===== src/rtl/audio_irq_pkg.sv =====
package audio_irq_pkg;

   localparam int NUM_GRP = 5;
   localparam int KIND_W  = 3;
   localparam int GSEL_W  = 3;
   localparam int SUM_SEL = NUM_GRP;

   typedef enum logic [KIND_W-1:0] {
      RK_STAT = 3'd0,
      RK_CLR  = 3'd1,
      RK_MASK = 3'd2,
      RK_MSET = 3'd3,
      RK_MCLR = 3'd4
   } reg_kind_e;

   // capture groups are ring-buffer overflow (2) and full mark (4)
   function automatic bit grp_is_capture(int g);
      return (g == 2) || (g == 4);
   endfunction

   function automatic logic [31:0] lane_valid(int g, int play_n, int cap_n);
      int n;
      n = grp_is_capture(g) ? cap_n : play_n;
      return (32'd1 << n) - 32'd1;
   endfunction

endpackage


===== src/rtl/irq_status_bank.sv =====
module irq_status_bank #(
   parameter int           W     = 4,
   parameter logic [W-1:0] VALID = '1
) (
   input  logic         clk,
   input  logic         rst_n,
   input  logic [W-1:0] evt,
   input  logic         clr_we,
   input  logic         mset_we,
   input  logic         mclr_we,
   input  logic [W-1:0] wdata,
   output logic [W-1:0] stat_o,
   output logic [W-1:0] mask_o,
   output logic         pend_o
);

   logic [W-1:0] stat_q;
   logic [W-1:0] mask_q;
   logic [W-1:0] clr_bits;
   logic [W-1:0] set_bits;
   logic [W-1:0] unset_bits;

   assign clr_bits   = clr_we  ? wdata : '0;
   assign set_bits   = mset_we ? wdata : '0;
   assign unset_bits = mclr_we ? wdata : '0;

   always_ff @(posedge clk) begin
      if (!rst_n) begin
         stat_q <= '0;
         mask_q <= '1;
      end else begin
         // event term is ORed last so it wins over a same-cycle clear
         stat_q <= (stat_q & ~clr_bits) | (evt & VALID);
         mask_q <= (mask_q | set_bits) & ~unset_bits;
      end
   end

   assign stat_o = stat_q;
   assign mask_o = mask_q;
   assign pend_o = |(stat_q & ~mask_q);

endmodule


===== src/rtl/irq_rd_mux.sv =====
module irq_rd_mux #(
   parameter int NUM_GRP = 5,
   parameter int PORT_W  = 4,
   parameter int DATA_W  = 8,
   parameter int GSEL_W  = 3,
   parameter int KIND_W  = 3
) (
   input  logic [GSEL_W-1:0]         gsel,
   input  logic [KIND_W-1:0]         kind,
   input  logic [NUM_GRP*PORT_W-1:0] stat_flat,
   input  logic [NUM_GRP*PORT_W-1:0] mask_flat,
   input  logic [NUM_GRP-1:0]        sum_stat,
   input  logic [NUM_GRP-1:0]        sum_mask,
   output logic [DATA_W-1:0]         rdata
);
   import audio_irq_pkg::*;

   always_comb begin
      rdata = '0;
      for (int g = 0; g < NUM_GRP; g++) begin
         if (int'(gsel) == g) begin
            if (kind == RK_STAT) rdata[PORT_W-1:0] = stat_flat[g*PORT_W +: PORT_W];
            if (kind == RK_MASK) rdata[PORT_W-1:0] = mask_flat[g*PORT_W +: PORT_W];
         end
      end
      if (int'(gsel) == NUM_GRP) begin
         if (kind == RK_STAT) rdata[NUM_GRP-1:0] = sum_stat;
         if (kind == RK_MASK) rdata[NUM_GRP-1:0] = sum_mask;
      end
   end

endmodule


===== src/rtl/audio_irq_agg.sv =====
module audio_irq_agg #(
   parameter int PORT_W     = 4,
   parameter int PLAY_PORTS = 4,
   parameter int CAP_PORTS  = 3,
   parameter int DATA_W     = 8
) (
   input  logic                                       clk,
   input  logic                                       rst_n,
   input  logic [audio_irq_pkg::NUM_GRP*PORT_W-1:0]   evt_i,
   input  logic                                       reg_wr_i,
   input  logic [audio_irq_pkg::GSEL_W+audio_irq_pkg::KIND_W-1:0] reg_addr_i,
   input  logic [DATA_W-1:0]                          reg_wdata_i,
   output logic [DATA_W-1:0]                          reg_rdata_o,
   output logic                                       irq_o
);
   import audio_irq_pkg::*;

   localparam int FLAT_W = NUM_GRP * PORT_W;
   localparam int ADDR_W = GSEL_W + KIND_W;

   // elaboration-time parameter checks
   if (PLAY_PORTS > PORT_W || CAP_PORTS > PORT_W) begin : g_bad_ports
      $error("port count exceeds lane width");
   end
   if (PORT_W > DATA_W || NUM_GRP > DATA_W) begin : g_bad_data
      $error("register width too small");
   end
   if ((1 << GSEL_W) <= NUM_GRP) begin : g_bad_gsel
      $error("group select too narrow");
   end

   logic [GSEL_W-1:0] gsel;
   logic [KIND_W-1:0] kind;
   logic [FLAT_W-1:0] stat_flat;
   logic [FLAT_W-1:0] mask_flat;
   logic [NUM_GRP-1:0] grp_pend;
   logic [NUM_GRP-1:0] sum_stat;
   logic [NUM_GRP-1:0] sum_mask;
   logic               sum_pend;

   assign gsel = reg_addr_i[ADDR_W-1:KIND_W];
   assign kind = reg_addr_i[KIND_W-1:0];

   for (genvar g = 0; g < NUM_GRP; g++) begin : g_grp
      logic hit;
      assign hit = reg_wr_i && (int'(gsel) == g);

      irq_status_bank #(
         .W     (PORT_W),
         .VALID (PORT_W'(lane_valid(g, PLAY_PORTS, CAP_PORTS)))
      ) u_bank (
         .clk     (clk),
         .rst_n   (rst_n),
         .evt     (evt_i[g*PORT_W +: PORT_W]),
         .clr_we  (hit && kind == RK_CLR),
         .mset_we (hit && kind == RK_MSET),
         .mclr_we (hit && kind == RK_MCLR),
         .wdata   (reg_wdata_i[PORT_W-1:0]),
         .stat_o  (stat_flat[g*PORT_W +: PORT_W]),
         .mask_o  (mask_flat[g*PORT_W +: PORT_W]),
         .pend_o  (grp_pend[g])
      );
   end

   logic sum_hit;
   assign sum_hit = reg_wr_i && (int'(gsel) == SUM_SEL);

   irq_status_bank #(
      .W     (NUM_GRP),
      .VALID ('1)
   ) u_summary (
      .clk     (clk),
      .rst_n   (rst_n),
      .evt     (grp_pend),
      .clr_we  (sum_hit && kind == RK_CLR),
      .mset_we (sum_hit && kind == RK_MSET),
      .mclr_we (sum_hit && kind == RK_MCLR),
      .wdata   (reg_wdata_i[NUM_GRP-1:0]),
      .stat_o  (sum_stat),
      .mask_o  (sum_mask),
      .pend_o  (sum_pend)
   );

   assign irq_o = sum_pend;

   irq_rd_mux #(
      .NUM_GRP (NUM_GRP),
      .PORT_W  (PORT_W),
      .DATA_W  (DATA_W),
      .GSEL_W  (GSEL_W),
      .KIND_W  (KIND_W)
   ) u_rd (
      .gsel      (gsel),
      .kind      (kind),
      .stat_flat (stat_flat),
      .mask_flat (mask_flat),
      .sum_stat  (sum_stat),
      .sum_mask  (sum_mask),
      .rdata     (reg_rdata_o)
   );

endmodule


===== config.mk =====
export PLATFORM = sky130hd
export DESIGN_NAME = audio_irq_agg
export DESIGN_NICKNAME = d
export VERILOG_FILES = /design/src/rtl/audio_irq_pkg.sv /design/src/rtl/irq_status_bank.sv /design/src/rtl/irq_rd_mux.sv /design/src/rtl/audio_irq_agg.sv
export SDC_FILE = /design/constraint.sdc
export NUM_CORES = 1
export LEC_CHECK = 0
export ABC_AREA = 1
export BUFFER_PORTS_ARGS = -buffer_cell sky130_fd_sc_hd__buf_2
export CAP_MARGIN = 20
export CELL_PAD_IN_SITES_DETAIL_PLACEMENT = 1
export CELL_PAD_IN_SITES_GLOBAL_PLACEMENT = 1
export CORE_ASPECT_RATIO = 0.9
export CORE_UTILIZATION = 39
export DETAILED_ROUTE_END_ITERATION = 10
export PLACE_DENSITY = 0.88
export SLEW_MARGIN = 20
export SYNTH_ARGS = -nofsm -noshare
export SYNTH_HDL_FRONTEND = slang
export SYNTH_SLANG_ARGS = --single-unit

===== constraint.sdc =====
create_clock -name clk -period 1.3 [get_ports clk]
set_input_delay 0.26 -clock clk [delete_from_list [all_inputs] [get_ports clk]]
set_output_delay 0.26 -clock clk [all_outputs]
set_load 0.1 [all_outputs]

==> impl_summary.log <==
[metrics] outcome: finished, violations left
[metrics] violated checks: setup timing
[metrics] total number of vias: 3,307
[metrics] Post-Place Setup Slack: -0.402 ns
[metrics] max capacitance violation total: 0
[metrics] master cell of the clock root buffer: clkbuf_8
[metrics] highest achievable clock rate: 0.564 GHz
[metrics] synthesized cell area: 2710 um^2
[metrics] Avg Synthesized Cell Area: 6.60 um^2
[metrics] vias in the first global route: 3,301
[metrics] top cell type by total area after synthesis: dfxtp_1
[metrics] crit end category: output pin
[metrics] routed vias/inst: 5.67
[metrics] Num CTS Buffers: 5
[metrics] chip width: 89.8 um
[metrics] initial standard-cell utilization of the core: 0.407
[metrics] number of distinct library cells after synthesis: 28
[metrics] Skew-Pair Late Insertion Delay: 0.32 ns
[metrics] adder and majority gate portion of the synthesized area: 0
[metrics] post-synthesis sequential area ratio: 0.370
[metrics] final estimated routing congestion in global placement: a little under 0.9
[metrics] unrepaired setup endpoints after global routing: true
[metrics] Post-CTS Hold Fix Bufs: 0
[metrics] synthesized flop and latch total: 50
[metrics] type of the most critical hold path: input port to register
[metrics] quantity of I/O buffers inserted on ports: 37
[metrics] die area: 7280 um^2
[metrics] final hold viol count: 0
[metrics] data required time of the worst path: 1.04 ns
[metrics] final routed wire length divided by cell count: 18.6 um
[metrics] number of routed nets with antenna violations: 0
[metrics] CP max-delay cell: dfxtp_2
[metrics] die extent in y: 81.0 um
[metrics] CTS tree: done
[metrics] number of core rows: 28
[metrics] Clock transition at path regs: 0.10 ns
[metrics] antenna diode instance count: 0
[metrics] crit path kind: register to output pin
[metrics] Remaining Overflow, GRT: 0
[metrics] Area Growth Syn to Fin: 39.2%
[metrics] core area: ~6700 um^2
[metrics] cells taking the most area after synthesis: dfxtp_1, o21ai_0, nand2_1
[metrics] final core area utilization: 0.566
[metrics] complex-gate fraction of the synthesized area: 0.242
[metrics] xor/xnor share of the synthesized area: 0
[metrics] smallest setup slack after layout: -0.474 ns
[metrics] Max FO, Critical Path: 2
[metrics] Critical Path Start Type: register
[metrics] area share of and/or/nand/nor cells after synthesis: 0.255
[metrics] cells after synthesis: 410
[metrics] static leakage: about 1.8 nW
[metrics] fraction of synthesized area in multiplexers: 0
[metrics] fraction of layout cells with a size suffix above 1: 0.361
[metrics] final cell area excluding filler cells: about 3800 um^2
[metrics] peak per-stage delay on the critical path: 0.33 ns
[metrics] number of antenna violations at the first check in global routing: 0
[metrics] placed cell area: 3350 um^2
[metrics] critical path's top delay family: simple AND/OR/NAND/NOR gates
[metrics] total global-route track usage: 0.285
[metrics] cell area power density: 868 nW/um^2
[metrics] peak supply drop: approximately 0.51 mV
[metrics] worst path cell trace: o211ai_1 > nor2_1 > nor2_2 > nand4_1 > buf_12
[metrics] DRC violation count after routing: 0
[metrics] endpoint arrival time on the critical path: 1.51 ns
[metrics] area fraction of the dominant cell type after synthesis: 0.370
[metrics] total wire length after detailed routing: 10,800 um
[metrics] max-slew violation count: 0
[metrics] Post-Route Skew: 0.00641 ns
[metrics] endpoints failing setup: 6
[metrics] number of synthesis warnings: 0
[metrics] count of fill cells added during filler insertion: 878
[metrics] I/O pins: 46
[metrics] filler-free cell count of the finished design: 583
[metrics] total power draw: between 3 and 4 mW
[metrics] time the worst path needs with I/O delays and setup: 1.77 ns
[metrics] Cell Count Post-Placement: 566
[metrics] clock tree buffer depth: 2
[metrics] combinational family with the most area after synthesis: simple AND/OR/NAND/NOR gates
[metrics] total number of clock tree sinks: 50
[metrics] portion of the clock cycle consumed by the worst path in the final layout: 1.36
[metrics] number of levels the H-tree was split into: 2
[metrics] largest net degree at the start of global routing: 27
[metrics] number of search-and-repair iterations in the first detailed-routing pass: 5
[metrics] buffer and inverter count on the worst path: 1
[metrics] HPWL Detailed: 7230 um
[metrics] Initial DRC Count: 242
[metrics] first-pass GRT wire length: 16,000 um
[metrics] Nets: 529
==> area by class of cell <==
class                           count  area (um^2)  share of cell area
Tap cell                           90          113              0.0299
Multi-Input combinational cell    277         1570               0.416
Clock inverter                      1         5.00             0.00133
Sequential cell                    50         1020               0.272
Timing Repair Buffer               88          691               0.183
Clock buffer                        7         86.3              0.0229
Inverter                           70          280              0.0744
==> worst paths after layout <==
check / slack (ns) / to / from / depth (start not counted)
setup / recovery: -0.47 / reg_rdata_o[1] / g_grp[2].u_bank.stat_o[1]$_SDFF_PN0_ / 5
hold / removal: 0.16 / g_grp[1].u_bank.stat_o[3]$_SDFF_PN0_ / evt_i[7] / 3
setup reg to reg: 0 / u_summary.stat_o[1]$_SDFF_PN0_ / g_grp[1].u_bank.stat_o[0]$_SDFF_PN0_ / 6
hold reg to reg: 0.47 / g_grp[4].u_bank.stat_o[3]$_SDFF_PN0_ / g_grp[4].u_bank.stat_o[3]$_SDFF_PN0_ / 2
==> cells by family after synthesis <==
kind of cell / after synthesis
compound gates: 124
buf+inv: 85
flops: 50
other cells: 1
simple gates: 150
==> synth_stat cells, drive strengths merged <==
library cell / number
a211oi: 2
a21oi: 26
a221o: 1
a221oi: 1
buf: 8
bufinv: 1
clkbuf: 7
conb: 1
dfxtp: 50
inv: 69
nand2: 98
nand3: 22
nand3b: 1
nand4: 7
nor2: 18
nor3: 4
o211ai: 3
o21ai: 80
o22ai: 11
==> what timing repair did <==
action                                  in CTS  in global routing
endpoints found under the setup margin       6                 24
buffers inserted                             6                  3
gates resized for setup                     64                 32
pin swaps                                   26                 18
==> stage by stage <==
stage / hold WS (ns) / setup TNS (ns)
after floorplan: 0.394 / -2.35
after global placement: 0.437 / -6.17
after detailed placement: 0.468 / -9.21
after CTS: 0.165 / -1.88
after global routing: 0.165 / -2.47
final: 0.160 / -2.13
==> sequential cells by signal, indices dropped and copies added (netlist names) <==
| name | flops |
|---|---|
| g_grp.u_bank.mask_o | 20 |
| g_grp.u_bank.stat_o | 20 |
| u_summary.mask_o | 5 |
| u_summary.stat_o | 5 |
==> worst register-to-register path, cell delays in order (launching register included) <==
cell	delay (ns)
dfxtp_2	0.33
inv_2	0.07
buf_4	0.10
buf_4	0.08
nor2_1	0.04
a211oi_1	0.42
a21oi_1	0.13
==> placed cells by master, fill, tap and decap left out, types with 3 or more instances in the layout <==
| cell type | Yosys | layout |
|---|---|---|
| conb_1 | 1 | 3 |
| nand2_1 | 97 | 84 |
| dfxtp_1 | 50 | 32 |
| o21ai_1 | 4 | 9 |
| buf_6 | 0 | 4 |
| o21ai_0 | 76 | 67 |
| dfxtp_2 | 0 | 18 |
| nor2_2 | 4 | 6 |
| o22ai_1 | 11 | 10 |
| nor3_4 | 3 | 4 |
| a21oi_1 | 26 | 24 |
| nand3_2 | 3 | 11 |
| nand2_2 | 1 | 12 |
| buf_2 | 4 | 27 |
| inv_1 | 66 | 57 |
| nor2_4 | 1 | 5 |
| o21ai_2 | 0 | 4 |
| buf_12 | 0 | 6 |
| nand3_4 | 0 | 4 |
| buf_4 | 4 | 49 |
| nand4_1 | 7 | 7 |
| inv_2 | 3 | 9 |
| o211ai_1 | 3 | 3 |
| nand3_1 | 19 | 7 |
| clkbuf_8 | 0 | 6 |
| nor2_1 | 13 | 7 |
==> power breakdown <==
group	switching (mW)	internal (mW)
combinational	0.438	0.245
clock	0.543	0.431
sequential	0.0330	1.58
==> per-layer routing <==
layer,track usage,routed length [um],up-vias
met2,0.531,5460,152
met5,0,0,-
met3,0.0543,739,34
met1,0.320,4320,1620
met4,0.134,329,0
li1,-,-,1501
No activity file was read; power rests on OpenSTA's default activity.
